## config.mk

```make
export PLATFORM = sky130hd
export DESIGN_NAME = spi_snap_regif
export DESIGN_NICKNAME = d
export VERILOG_FILES = /design/src/rtl/spi_snap_pkg.sv /design/src/rtl/spi_snap_sync.sv /design/src/rtl/spi_snap_shift.sv /design/src/rtl/spi_snap_irq.sv /design/src/rtl/spi_snap_regif.sv
export SDC_FILE = /design/constraint.sdc
export NUM_CORES = 1
export LEC_CHECK = 0
export CAP_MARGIN = 20
export CELL_PAD_IN_SITES_DETAIL_PLACEMENT = 1
export CELL_PAD_IN_SITES_GLOBAL_PLACEMENT = 1
export CORE_ASPECT_RATIO = 0.7
export CORE_MARGIN = 2
export CORE_UTILIZATION = 49
export CTS_BUF_LIST = sky130_fd_sc_hd__clkbuf_8
export CTS_CLUSTER_SIZE = 24
export DETAILED_ROUTE_END_ITERATION = 7
export PLACE_DENSITY = 0.86
export SETUP_SLACK_MARGIN = 0.1
export SYNTH_ARGS = -nofsm -noshare
export SYNTH_HDL_FRONTEND = slang
export SYNTH_SLANG_ARGS = --single-unit
```

## constraint.sdc

```tcl
create_clock -name clk -period 4.2 [get_ports clk]
set_input_delay 0.63 -clock clk [delete_from_list [all_inputs] [get_ports clk]]
set_output_delay 0.63 -clock clk [all_outputs]
set_load 0.005 [all_outputs]
```

## src/rtl/spi_snap_pkg.sv

```systemverilog
package spi_snap_pkg;

    localparam int REG_W    = 8;
    localparam int NUM_REGS = 8;
    localparam int SR_W     = REG_W * NUM_REGS;
    localparam int EVT_N    = 6;
    localparam int SRC_W    = 3;
    localparam int CNT_W    = $clog2(REG_W + 1);

    // Interrupt register layout, msb first
    typedef struct packed {
        logic             wr_gate;
        logic             blk_seen;
        logic             locked;
        logic             resync;
        logic [SRC_W-1:0] src;
        logic             irq;
    } int_reg_t;

    typedef enum logic [SRC_W-1:0] {
        SRC_NONE  = 3'd0,
        SRC_BLOCK = 3'd1,
        SRC_BLK_A = 3'd2,
        SRC_BLK_B = 3'd3,
        SRC_BLK_D = 3'd4,
        SRC_ANN   = 3'd5,
        SRC_ANN_L = 3'd6,
        SRC_OFF   = 3'd7
    } irq_src_e;

    // Code k in 1..EVT_N picks event k-1
    function automatic logic src_hit(input logic [SRC_W-1:0] src,
                                     input logic [EVT_N-1:0] evt);
        logic hit;
        hit = 1'b0;
        for (int k = 1; k <= EVT_N; k++) begin
            if (src == SRC_W'(k) && evt[k-1]) hit = 1'b1;
        end
        return hit;
    endfunction

    function automatic logic [SR_W-1:0] build_snap(
        input int_reg_t         ir,
        input logic [REG_W-1:0] qual,
        input logic [REG_W-1:0] corr,
        input logic [REG_W-1:0] dhi,
        input logic [REG_W-1:0] dlo,
        input logic [REG_W-1:0] ctrl,
        input logic [REG_W-1:0] t0,
        input logic [REG_W-1:0] t1);
        return {t1, t0, ctrl, dlo, dhi, corr, qual, ir};
    endfunction

endpackage

```

## src/rtl/spi_snap_sync.sv

```systemverilog
module spi_snap_sync #(
    parameter int         STAGES  = 2,
    parameter int         W       = 3,
    parameter logic [W-1:0] RST_VAL = '0
) (
    input  logic         clk,
    input  logic         rst,
    input  logic [W-1:0] d,
    output logic [W-1:0] q
);
    logic [W-1:0] chain [STAGES];

    generate
        for (genvar s = 0; s < STAGES; s++) begin : g_stage
            if (s == 0) begin : g_first
                always_ff @(posedge clk) begin
                    if (rst) chain[0] <= RST_VAL;
                    else     chain[0] <= d;
                end
            end else begin : g_next
                always_ff @(posedge clk) begin
                    if (rst) chain[s] <= RST_VAL;
                    else     chain[s] <= chain[s-1];
                end
            end
        end
    endgenerate

    assign q = chain[STAGES-1];

endmodule

```

## src/rtl/spi_snap_shift.sv

```systemverilog
module spi_snap_shift
    import spi_snap_pkg::*;
(
    input  logic             clk,
    input  logic             rst,
    input  logic             cs_n_s,
    input  logic             sck_s,
    input  logic             din_s,
    input  logic [SR_W-1:0]  snap,
    output logic             dout,
    output logic             snap_stb,
    output logic             rd_stb,
    output logic             wr_stb,
    output logic [REG_W-1:0] wr_last,
    output logic [REG_W-1:0] wr_prev
);
    logic [SR_W-1:0]  sr_q;
    logic [SR_W-1:0]  view;
    logic [CNT_W-1:0] cnt_q;
    logic             active_q;
    logic             pend_q;
    logic             in_bit_q;
    logic             cs_prev_q;
    logic             sck_prev_q;
    logic             cs_fall, cs_rise, sck_rise, sck_fall;

    always_comb begin
        cs_fall  = cs_prev_q & ~cs_n_s;
        cs_rise  = ~cs_prev_q & cs_n_s;
        sck_rise = active_q & sck_s & ~sck_prev_q;
        sck_fall = active_q & ~sck_s & sck_prev_q;
        // A bit sampled but not yet shifted still counts at release
        view     = pend_q ? {in_bit_q, sr_q[SR_W-1:1]} : sr_q;
    end

    always_ff @(posedge clk) begin
        if (rst) begin
            sr_q       <= '0;
            cnt_q      <= '0;
            active_q   <= 1'b0;
            pend_q     <= 1'b0;
            in_bit_q   <= 1'b0;
            cs_prev_q  <= 1'b1;
            sck_prev_q <= 1'b0;
            rd_stb     <= 1'b0;
            wr_stb     <= 1'b0;
            wr_last    <= '0;
            wr_prev    <= '0;
        end else begin
            cs_prev_q  <= cs_n_s;
            sck_prev_q <= sck_s;
            rd_stb     <= 1'b0;
            wr_stb     <= 1'b0;
            if (cs_fall) begin
                sr_q     <= snap;
                active_q <= 1'b1;
                pend_q   <= 1'b0;
                cnt_q    <= '0;
            end else if (cs_rise) begin
                active_q <= 1'b0;
                pend_q   <= 1'b0;
                if (active_q) begin
                    wr_stb  <= view[SR_W-1];
                    wr_last <= view[SR_W-1 -: REG_W];
                    wr_prev <= view[SR_W-REG_W-1 -: REG_W];
                end
            end else if (sck_rise) begin
                in_bit_q <= din_s;
                pend_q   <= 1'b1;
                if (cnt_q != CNT_W'(REG_W)) cnt_q <= cnt_q + 1'b1;
                rd_stb   <= (cnt_q == CNT_W'(REG_W - 1));
            end else if (sck_fall && pend_q) begin
                sr_q   <= {in_bit_q, sr_q[SR_W-1:1]};
                pend_q <= 1'b0;
            end
        end
    end

    assign dout     = sr_q[0];
    assign snap_stb = cs_fall;

    AST_IDLE_HOLD: assert property (@(posedge clk) disable iff (rst)
        (!active_q && !cs_fall) |=> ($stable(sr_q) && !rd_stb));
    AST_CNT_SAT: assert property (@(posedge clk) disable iff (rst)
        cnt_q <= CNT_W'(REG_W));
    AST_RD_ONCE: assert property (@(posedge clk) disable iff (rst)
        rd_stb |=> !rd_stb);
    AST_WR_DESEL: assert property (@(posedge clk) disable iff (rst)
        wr_stb |-> !active_q);

endmodule

```

## src/rtl/spi_snap_irq.sv

```systemverilog
module spi_snap_irq
    import spi_snap_pkg::*;
(
    input  logic             clk,
    input  logic             rst,
    input  logic [EVT_N-1:0] evt,
    input  logic             snap_stb,
    input  logic             rd_stb,
    input  logic             wr_stb,
    input  logic [SRC_W-1:0] src_wr,
    input  logic             rs_wr,
    output logic [SRC_W-1:0] src,
    output logic             irq,
    output logic             resync
);
    irq_src_e src_q;
    logic     irq_q;
    logic     rs_q;
    logic     snap_irq_q;
    logic     evt_seen_q;
    logic     sel_hit;

    always_comb sel_hit = src_hit(src_q, evt);

    always_ff @(posedge clk) begin
        if (rst) begin
            src_q      <= SRC_NONE;
            irq_q      <= 1'b0;
            rs_q       <= 1'b0;
            snap_irq_q <= 1'b0;
            evt_seen_q <= 1'b0;
        end else begin
            rs_q <= wr_stb & rs_wr;
            if (wr_stb) src_q <= irq_src_e'(src_wr);
            if (snap_stb) begin
                snap_irq_q <= irq_q;
                evt_seen_q <= sel_hit;
            end else if (sel_hit) begin
                evt_seen_q <= 1'b1;
            end
            // Clear only what the host has seen; a newer event wins
            if (sel_hit)
                irq_q <= 1'b1;
            else if (rd_stb && snap_irq_q && !evt_seen_q)
                irq_q <= 1'b0;
        end
    end

    assign src    = src_q;
    assign irq    = irq_q;
    assign resync = rs_q;

    AST_IRQ_SET: assert property (@(posedge clk) disable iff (rst)
        sel_hit |=> irq_q);
    AST_CLR_ON_READ: assert property (@(posedge clk) disable iff (rst)
        $fell(irq_q) |-> $past(rd_stb));
    AST_NO_LOSS: assert property (@(posedge clk) disable iff (rst)
        (rd_stb && evt_seen_q) |=> irq_q);
    AST_RESYNC_ONE: assert property (@(posedge clk) disable iff (rst)
        rs_q |=> !rs_q);

endmodule

```

## src/rtl/spi_snap_regif.sv

```systemverilog
module spi_snap_regif
    import spi_snap_pkg::*;
#(
    parameter int               SYNC_STAGES = 2,
    parameter logic [REG_W-1:0] CTRL_RST    = '0
) (
    input  logic             clk,
    input  logic             rst,
    input  logic             spi_cs_n,
    input  logic             spi_sck,
    input  logic             spi_mosi,
    output logic             spi_miso,
    input  logic [EVT_N-1:0] evt_i,
    input  logic             locked_i,
    input  logic             blk_seen_i,
    input  logic [REG_W-1:0] qual_i,
    input  logic [REG_W-1:0] corr_i,
    input  logic [REG_W-1:0] data_hi_i,
    input  logic [REG_W-1:0] data_lo_i,
    input  logic [REG_W-1:0] test0_i,
    input  logic [REG_W-1:0] test1_i,
    output logic [REG_W-1:0] ctrl_o,
    output logic             irq_n,
    output logic             resync_o
);
    logic [2:0]       pins_s;
    logic [SR_W-1:0]  snap;
    logic             snap_stb, rd_stb, wr_stb;
    logic [REG_W-1:0] wr_last, wr_prev;
    logic [REG_W-1:0] ctrl_q;
    logic [SRC_W-1:0] src;
    logic             irq;
    int_reg_t         ir;

    spi_snap_sync #(
        .STAGES (SYNC_STAGES),
        .W      (3),
        .RST_VAL(3'b100)
    ) u_sync (
        .clk(clk),
        .rst(rst),
        .d  ({spi_cs_n, spi_sck, spi_mosi}),
        .q  (pins_s)
    );

    always_comb begin
        ir          = '0;
        ir.blk_seen = blk_seen_i;
        ir.locked   = locked_i;
        ir.src      = src;
        ir.irq      = irq;
        snap = build_snap(ir, qual_i, corr_i, data_hi_i, data_lo_i,
                          ctrl_q, test0_i, test1_i);
    end

    spi_snap_shift u_shift (
        .clk     (clk),
        .rst     (rst),
        .cs_n_s  (pins_s[2]),
        .sck_s   (pins_s[1]),
        .din_s   (pins_s[0]),
        .snap    (snap),
        .dout    (spi_miso),
        .snap_stb(snap_stb),
        .rd_stb  (rd_stb),
        .wr_stb  (wr_stb),
        .wr_last (wr_last),
        .wr_prev (wr_prev)
    );

    spi_snap_irq u_irq (
        .clk     (clk),
        .rst     (rst),
        .evt     (evt_i),
        .snap_stb(snap_stb),
        .rd_stb  (rd_stb),
        .wr_stb  (wr_stb),
        .src_wr  (wr_last[3:1]),
        .rs_wr   (wr_last[4]),
        .src     (src),
        .irq     (irq),
        .resync  (resync_o)
    );

    always_ff @(posedge clk) begin
        if (rst)         ctrl_q <= CTRL_RST;
        else if (wr_stb) ctrl_q <= wr_prev;
    end

    assign ctrl_o = ctrl_q;
    assign irq_n  = ~irq;

    AST_CTRL_LOAD: assert property (@(posedge clk) disable iff (rst)
        wr_stb |=> (ctrl_q == $past(wr_prev)));
    AST_CTRL_HOLD: assert property (@(posedge clk) disable iff (rst)
        !wr_stb |=> $stable(ctrl_q));
    AST_SRC_HOLD: assert property (@(posedge clk) disable iff (rst)
        !wr_stb |=> $stable(src));

endmodule

```

# == After elaboration in Yosys (flattened, before gate mapping) ==
# Memory sizes are Yosys's and may differ from the RTL's.
# Cells that the tools add are included.
# word_totals
out_inout_bits,11
ramBits,6
mem_count,1
word_cells,96
input_bits,61
reg_bits,103
latchBits,0
mem_bits_ro,0
# memory_table
name,words,width,read_ports,rd_ports_with_merged_regs,write_ports,line,rtl
u_sync.chain,2,3,2,0,2,spi_snap_sync.sv:11,logic [W-1:0] chain [STAGES];
# classes
mul,0
n_div,0
n_addsub,1
reduce_logical,24
n_bitwise,18
n_lt_le_gt_ge,0
eq_ne,10
n_mux,24
shifts,0
# op_table
operator,n
64-bit two-way mux,5
1-bit two-way mux,17
3-bit AND reduction,5
2-bit nonzero test,5
"3-bit == test, second input constant",3
1-bit logical AND,9
1-bit inverter,9
4-bit OR reduction,2
1-bit bitwise AND,7
"3-bit by 2-bit == test with 1-bit output, second input constant",2
3-bit two-way mux,2
"4-bit by 1-bit adder with 4-bit output, second input constant",1
"4-bit by 3-bit == test with 1-bit output, second input constant",1
"2-bit inequality test, second input constant",2
"4-bit inequality test, second input constant",1
"3-bit by 1-bit == test with 1-bit output, second input constant",1
3-bit OR reduction,1
1-bit OR,2
2-bit OR reduction,1
1-bit zero test,1

# == Depth between registers and ports, before layout ==
# logic_depth
depth_word,10
ltp_mapped,8
mapped_depth_nobuf,5

# == Cells and area by module ==
# From an unflattened synthesis, not the netlist that was laid out.
# hier_totals
hier_cells,646
area_unflattened_um2,5769.3
# by_module_without_submodules
mod,area_each_um2,n_inst,cells_each,seq_area_each_um2
spi_snap_shift,5009.8,1,570,1821.7
spi_snap_irq,309.0,1,36,140.1
spi_snap_regif,292.8,1,28,160.2
spi_snap_sync,157.7,1,12,120.1

# == Worst setup path before layout ==
# Ideal clock, no wire load.
# synth_timing
path_kind,reg-to-reg
from,register u_shift.cs_prev_q
to,register u_shift.sr_q[10]
t_required_ns,4.112
t_arrival_ns,1.479
synth_period_minus_slack_ns,1.567
setup_time_ns,0.088
n_path_buf,1
setup_slack_ns,2.633
path_stages_with_launch,7
cell_sequence,dfxtp_1 inv_1 ha_1 nor2_2 clkbuf_1 nand3_1 a311oi_2
# synth_between
elab_chain_cells,4
elab_cells_between_ends,8
classes_between,2 x eq/ne; 1 x mux; 3 x bitwise; 2 x reduce/logical
# synth_rtl
item,line,rtl
from (decl),spi_snap_shift.sv:23,logic cs_prev_q;
from (signal assigned),spi_snap_shift.sv:50,cs_prev_q <= cs_n_s;
1-bit inverter,spi_snap_shift.sv:29,cs_rise = ~cs_prev_q & cs_n_s;
1-bit bitwise AND,spi_snap_shift.sv:29,
2-bit inequality test (no line),--,
3-bit AND reduction (no line),--,
to (signal assigned),spi_snap_shift.sv:55,sr_q <= snap;
to (signal assigned),spi_snap_shift.sv:73,"sr_q <= {in_bit_q, sr_q[SR_W-1:1]};"
to (decl),spi_snap_shift.sv:17,logic [SR_W-1:0] sr_q;
# Parallel ways exist; a longest one is shown, timed or not.
# A chain may end at the register's enable or synchronous reset.

# == Worst setup path in the final report ==
# layout_timing
from,register u_shift.pend_q
to,register u_shift.sr_q[59]
# layout_between
elab_chain_cells,3
# layout_rtl
item,line,rtl
from (decl),spi_snap_shift.sv:21,logic pend_q;
from (signal assigned),spi_snap_shift.sv:41,pend_q <= 1'b0;
from (signal assigned),spi_snap_shift.sv:57,pend_q <= 1'b0;
from (signal assigned),spi_snap_shift.sv:61,pend_q <= 1'b0;
1-bit logical AND,spi_snap_shift.sv:72,end else if (sck_fall && pend_q) begin
2-bit nonzero test (no line),--,
3-bit AND reduction (no line),--,
# Every way passes these cells.

==> impl_metrics.py <==
metrics = {
    "status": {
        "status": "complete, but fails checks",
        "violations": "design-rule violations",
    },
    "cells_and_area": {
        "drive_gt1_share_pct": 22.30,
        "nFillCells": 1401,
        "nets": 774,
        "syn2layout_area_growth_pct": 12.25,
        "regArea_um2": 2162,
        "num_antenna_cells": 0,
        "multi_input_area_um2": 3482,
    },
    "setup_path": {
        "cp-start-kind": "flip-flop",
        "max_stage_delay_ps": 950,
        "reg2reg_depth": 4,
        "worst-path-buf-inv": 1,
        "worstSetupEndpointType": "flip-flop",
        "crit_arrival_ps": 3010,
        "crit_chain": "and4b_4 > buf_4 > nand3_1 > a311oi_2",
        "cp.depth": 4,
        "setup.worst_path.class": "flip-flop to flip-flop",
        "crit_family": "flip-flops",
        "required_ps": 4480,
        "worstPathMaxFanout": 39,
        "critPathSlowestCell": "dfxtp_1",
    },
    "sta": {
        "whs_ps": 453.7,
        "max_freq_ghz": 0.3668,
        "slew_headroom_pct": 34.80,
        "setup_viol": 0,
        "post-route-period-util_pct": 64.91,
        "rsz0062_at_grt": "false",
        "skew_ps": 8.073,
        "worst_slew_pin_slew_ps": 978.0,
        "drv_slew": 0,
        "min_period_ps": 2726,
        "setup_tns_ps": 0,
        "hold_viol_final": 0,
    },
    "clock_tree": {
        "cts_setup_buffers": 0,
        "holdBufCountCts": 0,
        "htreeDepth": 3,
        "cts_tree": "done",
        "cts_sinks": 108,
        "cts_buffers": 9,
        "root_buffer": "clkbuf_8",
        "clkTransAtPathRegs_ps": 100,
        "clk_latency_ps": 370,
        "clockBufferDepth": 2,
        "post_cts_resized": 0,
    },
    "floorplan": {
        "die_w_um": 140.1,
        "die_y_um": 99.26,
        "dieArea_um2": 13910,
        "rows": 34,
        "ios": 72,
        "start_util_pct": 50.62,
        "coreArea_um2": 12550,
    },
    "routing": {
        "drc": 4,
        "routed_wl_um": 15860,
        "routed_via_density": 5.837,
        "dr.first_iter.drc_count": 258,
        "final_antenna_net_count": 0,
        "wire_per_inst_um": 18.12,
        "drt_pass1_iterations": 7,
        "num_vias": 5107,
    },
    "synth": {
        "synth_top_flop_cell": "dfxtp_1",
        "synth-edff-count": 0,
        "synth_area_um2": 6352,
        "syn-num-nets": 750,
        "synth-seq-cells": 108,
        "async_flop_share_pct": 0,
        "synth_common_cells": "108 x dfxtp_1, 72 x inv_1, 68 x nand2_1",
        "avgSynthCellArea_um2": 9.287,
        "netlist_instances": 684,
        "yosys-top-cells-area": "dfxtp_1 34%, a311oi_2 14%, nor3_2 9.5%, a21o_1 7.3%, nand3_1 4.9%",
        "yosysTopAreaCell": "dfxtp_1",
        "netlist-cell-type-count": 42,
        "synth_seq_area_share_pct": 34.04,
        "synth_warnings": 0,
        "yosysMostFrequentCell": "dfxtp_1",
        "synth.top_cell.area_share_pct": 34.04,
    },
    "power": {
        "leakage_nw": 2.330,
        "total_power_w": 0.002093,
        "vdd_drop_max_v": 0.0001689,
        "p_per_area_nw_per_um2": 293.6,
    },
    "flow_run": {
        "cap_viol_max_count": 0,
    },
    "global_route": {
        "grt_pass1_wl_um": 26860,
        "overflow": 0,
        "antenna_found_initial": 0,
        "grt.total_usage_pct": 23.67,
        "grt_max_degree": 76,
        "grt_pass1_vias": 5355,
    },
    "hold_path": {
        "min_path_type": "flip-flop to flip-flop",
        "holdPathStages": 1,
    },
    "placement": {
        "io_buffers": 71,
        "hpwlAfterDp_um": 10370,
        "gp_congestion": 0.7535,
    },
}
logic make-up after synthesis:
| logic type | share of synthesized area [%] |
|---|---|
| AO/OA/AOI/OAI | 25.84 |
| buffers and inverters | 11.52 |
| multiplexers | 4.097 |
| flip-flops | 34.04 |
| adder cells (fa/ha/maj) | 0.9848 |
| AND/OR/NAND/NOR | 23.52 |
cells in the final DEF (no fill, tap or decap), types with 2 or more instances in the layout:
master,synthesis,final
bufinv_16,0,2
a21o_1,62,62
inv_1,72,72
buf_4,19,9
a211oi_1,14,14
a311oi_2,61,61
clkinvlp_4,0,3
clkbuf_8,0,10
nor2b_1,7,7
or2_2,3,3
nand3_1,62,62
a311o_1,2,2
mux2i_1,26,26
clkdlybuf4s50_1,0,70
nand2_1,68,68
or3_1,4,4
o21ai_0,6,6
nor3_1,4,4
nor3_2,60,60
a21oi_1,6,6
dfxtp_1,108,108
o31ai_1,2,2
ha_1,5,3
nor2_1,27,27
path summary, 6_finish.rpt:
path                                          from            endpoint  slack [ps]
worst max-delay path                u_shift.pend_q    u_shift.sr_q[59]        1470
worst min-delay path            u_sync.chain[0][1]  u_sync.chain[1][1]         450
worst max register to register      u_shift.pend_q    u_shift.sr_q[59]        1470
worst min register to register  u_sync.chain[0][1]  u_sync.chain[1][1]         450
routing by layer:
layer	track usage (%)	wire, µm	up-vias
met3	4.381	511	9
met2	41.23	7988	72
li1	-	-	2463
met1	30.72	7257	2563
met5	0	0	-
met4	5.672	97	0
power breakdown:
part | total, W | switching [W] | internal, W
Sequential | 0.00109 | 0.0000353 | 0.00106
Combinational | 0.000288 | 0.000142 | 0.000146
Clock | 0.000713 | 0.000362 | 0.000351
Total | 0.00209 | 0.000539 | 0.00155
layout make-up:
class / count / share of cell area [%]
clock buffer: 10 / 1.930
clock inverter: 6 / 1.228
inverter: 72 / 3.790
multi-input combinational: 437 / 48.83
sequential: 108 / 30.32
tap: 162 / 2.843
timing repair buffer: 80 / 11.05
metrics by stage:
stage,cell area [µm²],cells,setup WS [ps],util (%)
after floorplan,6352,684,2633,-
after global placement,6905,859,1630,55.02
after detailed placement,6905,859,1503,55.02
after CTS,7131,875,1480,56.82
after global routing,7131,875,1277,56.82
final,7131,875,1474,56.82
flip-flops by register name, summed over array words and instances, names as in the netlist, 3 cells and up:
signal,cells
ctrl_o,8
u_shift.wr_prev,8
u_irq.src,3
u_shift.wr_last,4
u_sync.chain,6
u_shift.sr_q,64
u_shift.cnt_q,4
Note: power is estimated with default switching activity, not from simulation.
